`config.mk`:
```
export PLATFORM = sky130hd
export DESIGN_NAME = swp_loop_ctrl
export DESIGN_NICKNAME = d
export VERILOG_FILES = /design/src/rtl/swp_pkg.sv /design/src/rtl/swp_counters.sv /design/src/rtl/swp_pred_file.sv /design/src/rtl/swp_loop_ctrl.sv
export SDC_FILE = /design/constraint.sdc
export NUM_CORES = 1
export LEC_CHECK = 0
export ABC_AREA = 1
export ABC_CLOCK_PERIOD_IN_PS = 2250
export BUFFER_PORTS_ARGS = -buffer_cell sky130_fd_sc_hd__buf_2
export CAP_MARGIN = 30
export CORE_ASPECT_RATIO = 0.8
export CORE_MARGIN = 5
export CORE_UTILIZATION = 50
export CTS_BUF_LIST = sky130_fd_sc_hd__clkbuf_8 sky130_fd_sc_hd__clkbuf_16
export DETAILED_ROUTE_END_ITERATION = 7
export GPL_TIMING_DRIVEN = 0
export PLACE_DENSITY = 0.71
export REMOVE_ABC_BUFFERS = 1
export SYNTH_ARGS = -nofsm -noshare
export SYNTH_HDL_FRONTEND = slang
export SYNTH_SLANG_ARGS = --single-unit
```
`constraint.sdc`:
```
create_clock -name clk -period 2.25 [get_ports clk]
set_clock_uncertainty 0.2 [all_clocks]
set_input_delay 0.3375 -clock clk [delete_from_list [all_inputs] [get_ports clk]]
set_output_delay 0.3375 -clock clk [all_outputs]
set_load 0.02 [all_outputs]
```
`src/rtl/swp_pkg.sv`:
```
package swp_pkg;
    typedef enum logic [1:0] {
        ST_IDLE  = 2'd0,
        ST_LOOP  = 2'd1,
        ST_DRAIN = 2'd2,
        ST_DONE  = 2'd3
    } swp_state_e;
endpackage

```
`src/rtl/swp_counters.sv`:
```
module swp_counters #(
    parameter int CNT_W = 16,
    parameter int SW    = 4
) (
    input  logic             clk,
    input  logic             rst_n,
    input  logic             load_i,
    input  logic [CNT_W-1:0] iter_i,
    input  logic [SW-1:0]    stages_i,
    input  logic             dec_lc_i,
    input  logic             dec_esc_i,
    output logic             lc_zero_o,
    output logic             esc_zero_o
);
    logic [CNT_W-1:0] lc_q;
    logic [SW-1:0]    esc_q;

    always_ff @(posedge clk or negedge rst_n) begin
        if (!rst_n) begin
            lc_q  <= '0;
            esc_q <= '0;
        end else if (load_i) begin
            lc_q  <= (iter_i == '0)   ? '0 : iter_i - CNT_W'(1);
            esc_q <= (stages_i == '0) ? '0 : stages_i - SW'(1);
        end else begin
            if (dec_lc_i)  lc_q  <= lc_q - CNT_W'(1);
            if (dec_esc_i) esc_q <= esc_q - SW'(1);
        end
    end

    assign lc_zero_o  = (lc_q == '0);
    assign esc_zero_o = (esc_q == '0);
endmodule

```
`src/rtl/swp_pred_file.sv`:
```
module swp_pred_file #(
    parameter int PRED_W = 8,
    parameter int BW     = 3
) (
    input  logic              clk,
    input  logic              rst_n,
    input  logic              clear_i,
    input  logic              seed_i,
    input  logic              rotate_i,
    input  logic              new_bit_i,
    output logic [PRED_W-1:0] logical_o,
    output logic [BW-1:0]     base_o
);
    logic [PRED_W-1:0] phys_q;
    logic [BW-1:0]     base_q;
    logic [BW-1:0]     base_dn;

    assign base_dn = base_q - BW'(1);

    always_ff @(posedge clk or negedge rst_n) begin
        if (!rst_n) begin
            phys_q <= '0;
            base_q <= '0;
        end else if (clear_i) begin
            phys_q    <= '0;
            phys_q[0] <= seed_i;
            base_q    <= '0;
        end else if (rotate_i) begin
            base_q          <= base_dn;
            phys_q[base_dn] <= new_bit_i;
        end
    end

    // logical predicate k lives in physical slot (k + base) mod PRED_W
    for (genvar k = 0; k < PRED_W; k++) begin : g_map
        logic [BW-1:0] slot;
        assign slot         = BW'(k) + base_q;
        assign logical_o[k] = phys_q[slot];
    end

    assign base_o = base_q;
endmodule

```
`src/rtl/swp_loop_ctrl.sv`:
```
module swp_loop_ctrl
    import swp_pkg::*;
#(
    parameter int PRED_W = 8,
    parameter int CNT_W  = 16,
    localparam int BW    = $clog2(PRED_W),
    localparam int SW    = BW + 1
) (
    input  logic              clk,
    input  logic              rst_n,
    input  logic              start_i,
    input  logic [CNT_W-1:0]  iter_cnt_i,
    input  logic [SW-1:0]     stage_cnt_i,
    input  logic              branch_i,
    output logic [PRED_W-1:0] stage_en_o,
    output logic              taken_o,
    output logic              done_o,
    output logic [BW-1:0]     rot_base_o
);
    swp_state_e state_q, state_d;
    logic lc_zero, esc_zero;
    logic active, fill, drain, fall;
    logic seed;

    assign seed = (iter_cnt_i != '0);

    always_ff @(posedge clk or negedge rst_n) begin
        if (!rst_n) state_q <= ST_IDLE;
        else        state_q <= state_d;
    end

    always_comb begin
        active  = 1'b0;
        fill    = 1'b0;
        drain   = 1'b0;
        fall    = 1'b0;
        state_d = state_q;
        unique case (state_q)
            ST_IDLE: ;
            ST_LOOP: begin
                active = branch_i && !start_i;
                fill   = active && !lc_zero;
                drain  = active && lc_zero && !esc_zero;
                fall   = active && lc_zero && esc_zero;
                if (drain)     state_d = ST_DRAIN;
                else if (fall) state_d = ST_DONE;
            end
            ST_DRAIN: begin
                active = branch_i && !start_i;
                drain  = active && !esc_zero;
                fall   = active && esc_zero;
                if (fall) state_d = ST_DONE;
            end
            ST_DONE: ;
            default: state_d = ST_IDLE;
        endcase
        if (start_i) state_d = seed ? ST_LOOP : ST_DONE;
    end

    always_comb begin
        taken_o = fill || drain;
        done_o  = (state_q == ST_DONE) || fall;
    end

    swp_counters #(.CNT_W(CNT_W), .SW(SW)) i_cnt (
        .clk        (clk),
        .rst_n      (rst_n),
        .load_i     (start_i),
        .iter_i     (iter_cnt_i),
        .stages_i   (stage_cnt_i),
        .dec_lc_i   (fill),
        .dec_esc_i  (drain),
        .lc_zero_o  (lc_zero),
        .esc_zero_o (esc_zero)
    );

    swp_pred_file #(.PRED_W(PRED_W), .BW(BW)) i_pred (
        .clk       (clk),
        .rst_n     (rst_n),
        .clear_i   (start_i),
        .seed_i    (seed),
        .rotate_i  (fill || drain),
        .new_bit_i (fill),
        .logical_o (stage_en_o),
        .base_o    (rot_base_o)
    );
endmodule

```
Word-level counts from Yosys, hierarchy flattened
Cells that the tools add are included.
Storage, ports and cells
  register bits: 33
  input port bits: 24
  output and inout bits: 13
  logic and storage cells: 93
Operators by class
  $add $sub $neg: 12
  magnitude comparators: 10
  equal/unequal tests: 5
  mux-type cells: 38
  reductions and logical operators: 23
Operators with widths (count)
  $mux 16: 3
  $lt 3x4->1 const B: 9
  $logic_not 16->1: 2
  $sub 16x1->16 const B: 2
  $bmux 1 s3: 8
  $mux 8: 2
  $reduce_bool 16->1: 1
  $add 3x3->3 const A: 4
  $mux 4: 3
  $mux 1: 10
  $mux 2: 5
  $bwmux 8: 1
  $logic_and 1x1->1: 8
  $logic_not 4->1: 2
  $sub 4x1->4 const B: 2
  $add 2x3->3 const A: 2
  $mux 3: 2
  $reduce_bool 2->1: 3
  $eq 2x2->1 const B: 2
  $ne 4x4->1 const B: 1
  $pmux 1 s2: 2
  $pmux 2 s2: 1
  $add 1x3->3 const A: 1
  $demux 1 s3: 1
  8 further kinds: 11

Logic depth before layout (Yosys ltp)
Gate-level depths: netlist (run 1).
  word-level depth: 8
  depth in mapped cells: 12

Modules after synthesis
Synthesis (run 1) repeated with hierarchy kept, for this count alone.
Unflattened totals
  cells, all modules: 505
  area, all modules: 3130.5 um2
By module, submodules not included
  swp_counters: times used 1, cells each 303, area each 1871.8 um2, sequential area each 500.5 um2
  swp_pred_file: times used 1, cells each 151, area each 960.9 um2, sequential area each 275.3 um2
  swp_loop_ctrl: times used 1, cells each 51, area each 297.8 um2, sequential area each 50.0 um2

Worst setup path after synthesis (run 1)
No wires, ideal clock.
  path kind: flip-flop to output port
  start point: reg i_pred.base_q[0] (netlist: i_pred.base_o[0])
  end point: out stage_en_o[3]
  arrival time: 2.026 ns
  data required time: 1.712 ns
  slack: -0.314 ns
  cell stages (with the launch flop): 9
  path buffers: 2
  cell sequence: dfrtp_1 > inv_1 > clkbuf_1 > ha_1 > buf_2 > clkinv_1 > nand2_1 > o21ai_0 > mux2i_1
On the way
  longest elaborated chain between the ends: 3
RTL lines
  start: declaration: RTL line swp_pred_file.sv:15  | logic [BW-1:0] base_q;
  start signal: assignment: RTL line swp_pred_file.sv:29  | base_q <= base_dn;
  $add 2x3->3: RTL line swp_pred_file.sv:37  | assign slot = BW'(k) + base_q;
  $bmux 1 s3: RTL line swp_pred_file.sv:38  | assign logical_o[k] = phys_q[slot];
  $mux 1 (implied by the code): RTL line swp_pred_file.sv:38
  end: declaration: RTL line swp_loop_ctrl.sv:15  | output logic [PRED_W-1:0] stage_en_o,
Every way passes these cells. The select of a mux whose other input is x is not followed.

Final worst setup path (run 1)
  start point: reg i_pred.base_q[0] (netlist: i_pred.base_o[0])
  end point: out stage_en_o[7]
On the way
  longest elaborated chain between the ends: 3
RTL lines (RTL line)
  $add 3x3->3: swp_pred_file.sv:37
  $bmux 1 s3: swp_pred_file.sv:38
  $mux 1 (implied by the code): swp_pred_file.sv:38
Every way passes these cells. The select of a mux whose other input is x is not followed.

==> qor.csv, run 1 <==
stage,metric,value,unit
floorplan,fp.dieH,77.8,um
global_routing,grt_pass1_vias,2620,
pwr,powerDensity,641,nW/um^2
sta,final-max-slew-violation-count,0,
global_routing,grt.overflow.total,0,
logic_synthesis,synthFlopType,dfrtp_1,
critical_path,critPathKind,register to primary output,
floorplan,num_rows,24,
logic_synthesis,synth_area,2880,um^2
floorplan,core_area,5530,um^2
routing,vias,3055,
global_routing,antenna_found_initial,0,
critical_path,critPathLaunchType,register,
layout,fin_cells,579,
layout,antenna_cells,0,
clock_network,htree_levels,2,
critical_path,cp_slowest_cell,dfrtp_2,
pwr,p_leak,1.80,nW
pwr,power,2.34,mW
critical_path,rrSetupSlack,0.17,ns
clock_network,clk_latency,0.29,ns
sta,fmax,0.434,GHz
clock_network,cts_tree,yes,
placement,hpwl,5200,um
min_path,hold_class,input pin to register,
sta,maxSlewHeadroom,0.484,
logic_synthesis,ys_types,35,
min_path,holdPathEnd,i_cnt.lc_q[0],
global_routing,track_usage,0.202,
sta,grt_setup_unrepaired,true,
layout,num-nets-final,534,
floorplan,die_x,94.8,um
layout,areaGrowthSynthToFinish,27.0,%
sta,setup_viol,3,
critical_path,ff2ff_path_depth,10,
critical_path,cpPeakStageDelay,0.43,ns
logic_synthesis,synthesis.instances,439,
critical_path,cp_num_buf_inv,3,
sta,finalCritPeriodShare,1.02,
placement,dp.cells,541,
sta,finalWorstSetupSlack,-0.0516,ns
clock_network,clkSinkCount,33,
sta,hold_violations,0,
logic_synthesis,yosysSeqAreaShare,0.287,
critical_path,crit_family,flip-flops,
routing,avgViaCountPerCell,5.28,
logic_synthesis,ys_ff_latch,33,
min_path,hold_path.startpoint,iter_cnt_i[0],
logic_synthesis,synth_edf_count,0,
critical_path,worst_r2r_startpoint,i_pred.base_o[0],
placement,placed_area,3090,um^2
sta,worst_slew_pin_slew,0.774,ns
critical_path,critical_path.max_fanout,9,
pwr,ir_drop,512,uV
global_routing,grt_start_max_net_pins,34,
global_routing,grt_first_pass_wirelength,12200,um
run,cap_violations,0,
logic_synthesis,syn_area_per_cell,6.55,um^2
critical_path,cp.arrival,1.76,ns
layout,drive_above_1_share,0.251,
floorplan,ios,37,
placement,port_buffers,36,
layout,utilization,0.661,
critical_path,path_cells,clkinvlp_4 > ha_4 > inv_8 > nand2_2 > o21ai_2 > mux2i_1 > buf_4,
logic_synthesis,async_reset_ff_frac,1.00,
status,failed_checks,negative setup slack,
floorplan,dieArea,7380,um^2
routing,first_pass_iters,5,
floorplan,start_util,0.521,
critical_path,timing.rr.end,i_pred.phys_q[3],
layout,final_cell_area,3650,um^2
placement,place.gp.congestion,0.856,
routing,wire_per_inst,13.2,um
routing,drtIter0Drc,220,
routing,drtAntennaViolNets,0,
clock_network,clk_pin_slew,0.08,ns
routing,drc,0,
critical_path,end_kind,primary output,
clock_network,cts_buffer_depth,2,
critical_path,critPathRequiredTime,1.71,ns
status,status,"complete, but fails checks",
min_path,hold_depth,4,
sta,period_needed,2.30,ns
routing,wl,7660,um
logic_synthesis,yosys_warnings,0,
clock_network,root_buffer,clkbuf_8,
clock_network,cts_buffers,5,
## cell usage in the layout (no fill, tap or decap), types with 2 or more instances in the layout
master      instances
nand2_1           120
nor2_1             44
inv_1              41
nand3_1            39
buf_4              33
dfrtp_1            30
buf_2              29
o21ai_0            20
o21ai_1            13
a21oi_1            10
nor3_1             10
mux2i_1             9
o21ai_2             8
nand2_4             7
xnor2_1             7
ha_1                7
inv_2               6
nor2_2              6
xor2_1              6
clkbuf_8            6
nand2_2             4
o22ai_1             4
nor2_4              3
nand4_1             3
o21bai_1            3
o211ai_1            3
ha_4                3
dfrtp_2             3
clkinvlp_4          2
xor2_2              2
## worst max-delay path by stage
stage	end	start	depth (start not counted)	slack, ns
3_3_place_gp	stage_en_o[3]	i_pred.base_o[0]	6	-0.53
5_1_grt	stage_en_o[7]	i_pred.base_o[0]	7	-0.15
2_1_floorplan	stage_en_o[3]	i_pred.base_o[0]	6	-0.42
3_5_place_dp	stage_en_o[3]	i_pred.base_o[0]	6	-0.54
6_report	stage_en_o[7]	i_pred.base_o[0]	7	-0.05
4_1_cts	done_o	i_cnt.lc_q[1]	9	-0.06
## layout make-up
cell class	count	area (um^2)
Clock inverter	2	37.5
Inverter	51	209
Clock buffer	6	82.6
Timing Repair Buffer	66	454
Fill cell	515	1870
Sequential cell	33	830
Tap cell	78	97.6
Multi-Input combinational cell	343	1940
## registers in the layout, summed over array words and instances (netlist names)
register and count:
i_cnt.esc_q 4, i_cnt.lc_q 16, i_pred.phys_q 8, i_pred.base_o 3, state_q 2
## kinds of logic (layout without fill, tap and decap cells)
family          count (synthesis)  after routing  synth area share
compound gates                 65             65             0.125
xor+xnor                       15             15            0.0457
fa+ha+maj                      10             10            0.0435
buf+inv                        63            125            0.0892
flops                          33             33             0.287
mux                            10             10            0.0348
simple gates                  243            243             0.375
## timing repair
action	CTS	global route
hold buffers	1	0
resized for setup	39	25
hold endpoints to repair	33	0
pin swaps	8	9
setup buffers	11	17
endpoints found under the setup margin	26	16
cloned	0	1
## synth_stat cells, types with 4 or more instances
cell | count | share of area
nand3_1 | 39 | 0.068
xor2_1 | 8 | 0.024
clkbuf_1 | 5 | 0.0065
o22ai_1 | 4 | 0.0087
o21ai_0 | 29 | 0.050
ha_1 | 10 | 0.043
o21ai_1 | 12 | 0.021
inv_2 | 5 | 0.0065
nor2_2 | 5 | 0.011
dfrtp_1 | 33 | 0.29
xnor2_1 | 7 | 0.021
a21oi_1 | 10 | 0.017
buf_2 | 4 | 0.0070
nand2_4 | 6 | 0.023
inv_1 | 44 | 0.057
nor2_1 | 48 | 0.063
nand2_1 | 124 | 0.16
nor3_1 | 11 | 0.019
mux2i_1 | 10 | 0.035
## worst reg2reg max path: cells and delay by family (launching register included)
kind / cells / cell delay [ns]
simple gates: 6 / 0.82
flops: 1 / 0.43
buf+inv: 3 / 0.33
fa+ha+maj: 1 / 0.18
## report_power, final
group | switching (mW) | total (mW) | leakage (nW) | internal (mW)
clock network | 0.246 | 0.607 | 0.0574 | 0.360
registers | 0.0745 | 0.740 | 0.412 | 0.666
logic | 0.577 | 0.995 | 1.33 | 0.418
## routing by layer
| layer | part of all wire | global-route usage |
|---|---|---|
| met2 | 0.45 | 0.311 |
| met4 | 0.0081 | 0.0360 |
| met3 | 0.051 | 0.0377 |
| met5 | 0 | 0 |
| met1 | 0.49 | 0.298 |
## stage by stage
step	setup TNS (ns)	worst slack, ns	hold WS [ns]
final	-0.125	-0.0516	0.164
after global routing	-0.905	-0.145	0.202
after CTS	-0.140	-0.0639	0.158
after detailed placement	-10.35	-0.544	0.265
after global placement	-9.44	-0.528	0.251
after floorplan	-1.62	-0.421	-0.158
Note: power is estimated with default switching activity, not from simulation.
==> run 2: changes to the inputs <==
--- a/config.mk
+++ b/config.mk
@@ -7,7 +7,7 @@
 export LEC_CHECK = 0
 export ABC_AREA = 1
 export ABC_CLOCK_PERIOD_IN_PS = 2250
-export BUFFER_PORTS_ARGS = -buffer_cell sky130_fd_sc_hd__buf_2
+export BUFFER_PORTS_ARGS = -buffer_cell sky130_fd_sc_hd__buf_4
 export CAP_MARGIN = 30
 export CORE_ASPECT_RATIO = 0.8
 export CORE_MARGIN = 5
@@ -16,6 +16,7 @@
 export DETAILED_ROUTE_END_ITERATION = 7
 export GPL_TIMING_DRIVEN = 0
 export PLACE_DENSITY = 0.71
+export RECOVER_POWER = 50
 export REMOVE_ABC_BUFFERS = 1
 export SYNTH_ARGS = -nofsm -noshare
 export SYNTH_HDL_FRONTEND = slang
==> qor.csv, run 2 (synthesis results as in run 1) <==
stage,metric,value,unit
status,status,"complete, but fails checks",
status,failed_checks,negative setup slack,
routing,wl_met3,331,um
placement,place.gp.congestion,0.859,
global_routing,grt_start_max_net_pins,34,
routing,drc,0,
pwr,internal_power,1.44,mW
layout,fin_cells,581,
floorplan,core_area,5530,um^2
floorplan,num_rows,24,
global_routing,antenna_found_initial,0,
critical_path,critical_path.max_fanout,4,
min_path,hold_class,input pin to register,
global_routing,track_usage,0.208,
sta,period_needed,2.27,ns
critical_path,cp.arrival,1.73,ns
global_routing,grt_pass1_vias,2625,
sta,finalCritPeriodShare,1.01,
sta,maxSlewHeadroom,0.439,
clock_network,cts_buffers,5,
global_routing,grt_first_pass_wirelength,12400,um
clock_network,clk_latency,0.29,ns
placement,port_buffers,36,
pwr,powerDensity,623,nW/um^2
sta,finalWorstSetupSlack,-0.0216,ns
pwr,power_frac_comb,0.420,
sta,worst_slew_pin_slew,0.842,ns
critical_path,cpPeakStageDelay,0.39,ns
layout,antenna_cells,0,
layout,num-nets-final,536,
routing,avgViaCountPerCell,5.14,
floorplan,die_x,94.8,um
critical_path,critPathLaunchType,register,
clock_network,cts_tree,yes,
clock_network,root_buffer,clkbuf_8,
routing,drtIter0Drc,206,
pwr,ir_drop,357,uV
global_routing,grt.overflow.total,0,
routing,wl,7590,um
routing,first_pass_iters,5,
routing,wire_per_inst,13.1,um
layout,final_common_cell,nand2_1,
sta,fmax,0.440,GHz
critical_path,path_cells,inv_2 > ha_4 > nand2_8 > nor2_4 > nand4_1 > nand2_4 > nand2_2 > o21bai_1 > buf_4,
clock_network,cts_buffer_depth,2,
routing,drtAntennaViolNets,0,
critical_path,critPathKind,register to primary output,
placement,place_ws,-0.551,ns
clock_network,htree_levels,2,
routing,wl_met1,3810,um
run,cap_violations,0,
layout,largest_register_ffs,16,
layout,layout_common_cells,"nand2_1, buf_4, inv_1, nor2_1, nand3_1",
layout,drive_above_1_share,0.237,
sta,grt_setup_unrepaired,true,
layout,regMostFlops,i_cnt.lc_q,
layout,fillers,496,
layout,utilization,0.669,
critical_path,critPathRequiredTime,1.71,ns
floorplan,ios,37,
layout,areaGrowthSynthToFinish,28.5,%
pwr,p_sw,864,uW
critical_path,cp_slowest_cell,dfrtp_1,
pwr,power,2.30,mW
critical_path,end_kind,primary output,
clock_network,clk_pin_slew,0.07,ns
placement,hpwl,5140,um
pwr,p_sw_frac,0.375,
routing,vias,2984,
pwr,p_leak,1.81,nW
floorplan,dieArea,7380,um^2
routing,met2_length,3360,um
sta,final-max-slew-violation-count,0,
sta,setup_viol,1,
pwr,clkPwrFrac,0.254,
layout,reg_top3,"i_cnt.lc_q: 16 flops, i_pred.phys_q: 8 flops, i_cnt.esc_q: 4 flops",
floorplan,start_util,0.521,
routing,routed.top_layer,met4,
sta,hold_violations,0,
floorplan,fp.dieH,77.8,um
placement,dp.cells,541,
clock_network,clkSinkCount,33,
pwr,power_frac_seq,0.325,
[run 2: cell types whose count changed in the layout (fill, tap and decap cells not counted), moves of 2 or more]
cell / previous run / this run
buf_2: 29 / 0
buf_4: 33 / 62
o21ai_2: 8 / 1
o21ai_1: 13 / 19
buf_6: 1 / 4
dfrtp_1: 30 / 28
dfrtp_2: 3 / 5
inv_4: 0 / 2
nand2_1: 120 / 122
nand2_4: 7 / 5
nor2_1: 44 / 42
nor2_4: 3 / 5
[run 2: cell type report]
cell class / count / area, um^2 / area share
multi-input cells: 343 / 1910 / 0.518
flip-flops and latches: 33 / 832 / 0.225
well taps: 78 / 97.6 / 0.0264
clock buffers: 6 / 82.6 / 0.0223
inverters: 51 / 211 / 0.0572
clock inverters: 2 / 33.8 / 0.00914
repair buffers: 68 / 526 / 0.142
[run 2: worst max-delay path: cells and delay by family, from the launching register on]
kind / cells / cell delay (ns)
AOI/OAI and AO/OA: 1 / 0.14
adders and majority gates: 1 / 0.17
buffers and inverters: 2 / 0.25
DFF: 1 / 0.39
and+or+nand+nor: 5 / 0.49
[run 2: per-stage QoR]
stage | hold slack, ns | setup TNS (ns) | instance area [um^2]
global route | 0.166 | -0.687 | 3700
CTS | 0.133 | -0.0440 | 3510
finish | 0.145 | -0.0216 | 3700
global placement | 0.106 | -6.31 | 3180
detailed placement | 0.109 | -6.87 | 3180
floorplan | -0.158 | -1.62 | 2810
[run 2: final timing paths]
check	cells past startpoint	endpoint	slack [ns]	start
min in group asynchronous	2	i_cnt.lc_q[5]	0.48	rst_n
min reg2reg	2	i_pred.phys_q[5]	0.33	i_pred.phys_q[5]
min	4	i_cnt.lc_q[0]	0.14	iter_cnt_i[0]
max	9	done_o	-0.02	i_cnt.lc_q[0]
max reg2reg	12	i_pred.base_o[0]	0.13	i_cnt.lc_q[0]
max in group asynchronous	2	i_cnt.lc_q[4]	0.80	rst_n
[run 2: layer usage]
layer / vias to the layer above / track usage
met2: 69 / 0.303
met5: - / 0
met1: 1350 / 0.310
met3: 11 / 0.0387
li1: 1554 / -
met4: 0 / 0.0620
[run 2: repair_timing]
| action | 4_1_cts | 5_1_grt |
|---|---|---|
| hold buffers | 1 | 0 |
| endpoints found under the hold margin | 33 | 0 |
| resized for setup | 32 | 19 |
| pin swaps | 10 | 12 |
| gates cloned | 0 | 0 |
| setup endpoints to repair | 18 | 23 |
| buffers inserted | 14 | 17 |
[run 2: power groups by stage]
stage          sequential [mW]  clock, mW  combinational [mW]
2_1_floorplan            0.742          0               0.521
3_3_place_gp             0.751          0               0.736
3_5_place_dp             0.753          0               0.749
4_1_cts                  0.740      0.594               0.870
5_1_grt                  0.761      0.619                1.07
6_report                 0.750      0.585               0.969
==> run 3: changes to the inputs <==
--- a/config.mk
+++ b/config.mk
@@ -11,13 +11,14 @@
 export CAP_MARGIN = 30
 export CORE_ASPECT_RATIO = 0.8
 export CORE_MARGIN = 5
-export CORE_UTILIZATION = 50
+export CORE_UTILIZATION = 55
 export CTS_BUF_LIST = sky130_fd_sc_hd__clkbuf_8 sky130_fd_sc_hd__clkbuf_16
 export DETAILED_ROUTE_END_ITERATION = 7
 export GPL_TIMING_DRIVEN = 0
-export PLACE_DENSITY = 0.71
+export PLACE_DENSITY = 0.76
 export RECOVER_POWER = 50
 export REMOVE_ABC_BUFFERS = 1
 export SYNTH_ARGS = -nofsm -noshare
 export SYNTH_HDL_FRONTEND = slang
+export SYNTH_HIERARCHICAL = 1
 export SYNTH_SLANG_ARGS = --single-unit
==> qor.csv, run 3 <==
stage,metric,value,unit
logic_synthesis,synth_most_common_cell,nand2_1,
sta,hold_violations,0,
sta,worst_slew_pin_slew,0.886,ns
status,failed_checks,negative setup slack,
critical_path,cp.arrival,2.01,ns
layout,areaGrowthSynthToFinish,27.4,%
layout,largest_register_ffs,16,
routing,wl_met3,654,um
clock_network,cts_buffers,5,
layout,fin_cells,646,
floorplan,die_x,94.4,um
floorplan,start_util,0.570,
pwr,powerDensity,746,nW/um^2
placement,port_buffers,36,
routing,drtIter0Drc,344,
placement,hpwl,5910,um
routing,met2_length,4080,um
run,cap_violations,0,
layout,layout_common_cells,"nand2_1, buf_4, inv_1",
sta,holdWs,0.141,ns
clock_network,clk_pin_slew,0.06,ns
critical_path,critical_path.max_fanout,4,
pwr,power_frac_comb,0.529,
floorplan,ios,37,
global_routing,grt.overflow.total,0,
sta,maxSlewHeadroom,0.409,
critical_path,cp_slowest_cell,dfrtp_1,
pwr,ir_drop,382,uV
critical_path,worst_r2r_startpoint,i_cnt/lc_q[11],
routing,drc,0,
routing,wire_per_inst,14.0,um
routing,wl,9020,um
floorplan,core_area,5500,um^2
clock_network,clk_latency,0.30,ns
layout,utilization,0.726,
logic_synthesis,synth_top_cell_area_share,0.264,
logic_synthesis,ys_types,37,
pwr,p_sw_frac,0.440,
placement,place.gp.congestion,0.874,
logic_synthesis,syn_area_per_cell,6.20,um^2
logic_synthesis,yosys_warnings,6,
sta,setup_viol,17,
logic_synthesis,synthTopCellsByCount,"nand2_1, inv_1, nor2_1",
floorplan,num_rows,24,
sta,period_needed,2.54,ns
pwr,p_sw,1.31,mW
floorplan,dieArea,7310,um^2
sta,grt_setup_unrepaired,true,
clock_network,cts_buffer_depth,2,
critical_path,ff2ff_path_depth,12,
critical_path,end_kind,primary output,
logic_synthesis,synthesis.instances,505,
sta,finalWorstSetupSlack,-0.294,ns
global_routing,grt_pass1_vias,3126,
critical_path,critPathRequiredTime,1.71,ns
critical_path,rrSetupSlack,-0.25,ns
sta,final-max-slew-violation-count,0,
pwr,internal_power,1.67,mW
clock_network,cts_tree,yes,
logic_synthesis,async_reset_ff_frac,1.00,
layout,final_common_cell,nand2_1,
critical_path,timing.rr.end,i_pred/phys_q[1],
global_routing,track_usage,0.243,
floorplan,fp.dieH,77.5,um
critical_path,path_cells,nor2_2 > nand2_2 > nor4_4 > nand2_1 > a21oi_2 > nand3_2 > o31ai_4 > buf_6,
global_routing,antenna_found_initial,0,
routing,first_pass_iters,8,
layout,antenna_cells,0,
routing,avgViaCountPerCell,5.37,
global_routing,grt_first_pass_wirelength,14300,um
sta,finalCritPeriodShare,1.13,
sta,fmax,0.393,GHz
logic_synthesis,synth_edf_count,0,
global_routing,grt_start_max_net_pins,34,
layout,reg_top3,"i_cnt/lc_q: 16 flops, i_pred/phys_q: 8 flops, i_cnt/esc_q: 4 flops",
min_path,hold_class,input pin to register,
logic_synthesis,synthFlopType,dfrtp_1,
placement,dp.cells,609,
clock_network,clkSinkCount,33,
pwr,p_leak,2.02,nW
logic_synthesis,yosysSeqAreaShare,0.264,
logic_synthesis,ys_ff_latch,33,
layout,regMostFlops,i_cnt/lc_q,
min_path,hold_path.startpoint,stage_cnt_i[0],
routing,routed.top_layer,met4,
pwr,clkPwrFrac,0.201,
pwr,power_frac_seq,0.270,
routing,vias,3471,
status,status,"complete, but fails checks",
routing,drtAntennaViolNets,0,
clock_network,htree_levels,2,
critical_path,critPathLaunchType,register,
routing,wl_met1,4120,um
layout,fillers,458,
layout,drive_above_1_share,0.275,
layout,num-nets-final,600,
clock_network,root_buffer,clkbuf_8,
min_path,holdPathEnd,i_cnt/esc_q[0],
logic_synthesis,synth_area,3130,um^2
critical_path,cpPeakStageDelay,0.42,ns
min_path,hold_depth,3,
critical_path,critPathKind,register to primary output,
critical_path,crit_family,simple AND/OR/NAND/NOR gates,
critical_path,cp_num_buf_inv,1,
logic_synthesis,synth.area.top_cells,"dfrtp_1, nand2_1, nand3_1",
logic_synthesis,yosysTopAreaCell,dfrtp_1,
[run 3: changes by cell type after synthesis, moves of 5 or more]
| cell | delta |
|---|---|
| inv_1 | +21 |
| nand2_1 | +37 |
| mux2i_1 | -10 |
| nor2_4 | +6 |
| nand2_2 | +5 |
| nor3_1 | -9 |
| nor2_1 | +6 |
| o21ai_1 | -7 |
| nand3_1 | +13 |
[run 3: cell families after synthesis]
kind of cell	Yosys count	synth area share
AOI/OAI and AO/OA	60	0.106
xor gates and xnor gates	12	0.0336
adders and majority gates	9	0.0360
buffers and inverters	81	0.112
DFF	33	0.264
and+or+nand+nor	310	0.449
[run 3: metal layers]
layer,track usage,vias up
li1,-,1734
met1,0.349,1585
met2,0.373,134
met3,0.0426,18
met4,0.0750,0
met5,0,-
[run 3: worst min-delay path, delay by kind of cell]
| family | cells | cell delay [ns] |
|---|---|---|
| simple gates | 1 | 0.09 |
| compound gates | 1 | 0.06 |
| buf+inv | 1 | 0.09 |
[run 3: timing repair]
action | in CTS | in global routing
setup endpoints to repair | 41 | 30
pin swaps | 11 | 16
hold buffers | 1 | 0
buffers inserted | 23 | 6
resized for setup | 45 | 35
endpoints found under the hold margin | 33 | 0
[run 3: area by class of cell]
class | instances | area, um^2 | area share
clock buffers | 6 | 82.6 | 0.0207
flip-flops and latches | 33 | 832 | 0.209
multi-input cells | 391 | 2150 | 0.540
inverters | 71 | 278 | 0.0697
well taps | 78 | 97.6 | 0.0245
clock inverters | 2 | 33.8 | 0.00847
repair buffers | 65 | 510 | 0.128
[run 3: per-stage QoR]
step	power, mW	instance area [um^2]	setup TNS, ns	setup WS [ns]
2_1_floorplan	1.66	3050	-8.84	-0.532
3_3_place_gp	2.03	3420	-27.26	-1.26
3_5_place_dp	2.06	3420	-28.75	-1.29
4_1_cts	2.84	3860	-1.55	-0.284
5_1_grt	3.18	3990	-4.73	-0.395
6_report	2.98	3990	-2.30	-0.294
[run 3: worst max path at each step]
| stage | startpoint | end | slack (ns) | cells after the start |
|---|---|---|---|---|
| 6_report | i_cnt/lc_q[11] | taken_o | -0.29 | 8 |
| 5_1_grt | i_cnt/lc_q[11] | taken_o | -0.39 | 8 |
| 3_3_place_gp | i_cnt/lc_q[0] | i_cnt/lc_q[1] | -1.26 | 8 |
| 4_1_cts | i_cnt/lc_q[1] | taken_o | -0.28 | 9 |
| 3_5_place_dp | i_cnt/lc_q[0] | i_cnt/lc_q[1] | -1.29 | 8 |
| 2_1_floorplan | i_cnt/lc_q[8] | i_pred/phys_q[1] | -0.53 | 12 |
[run 3: power by group through the flow]
stage / sequential [mW] / clock [mW] / combinational [mW]
after floorplan: 0.801 / 0 / 0.861
after CTS: 0.786 / 0.601 / 1.46
final: 0.803 / 0.599 / 1.57
after global routing: 0.815 / 0.630 / 1.74
after detailed placement: 0.819 / 0 / 1.24
after global placement: 0.813 / 0 / 1.21
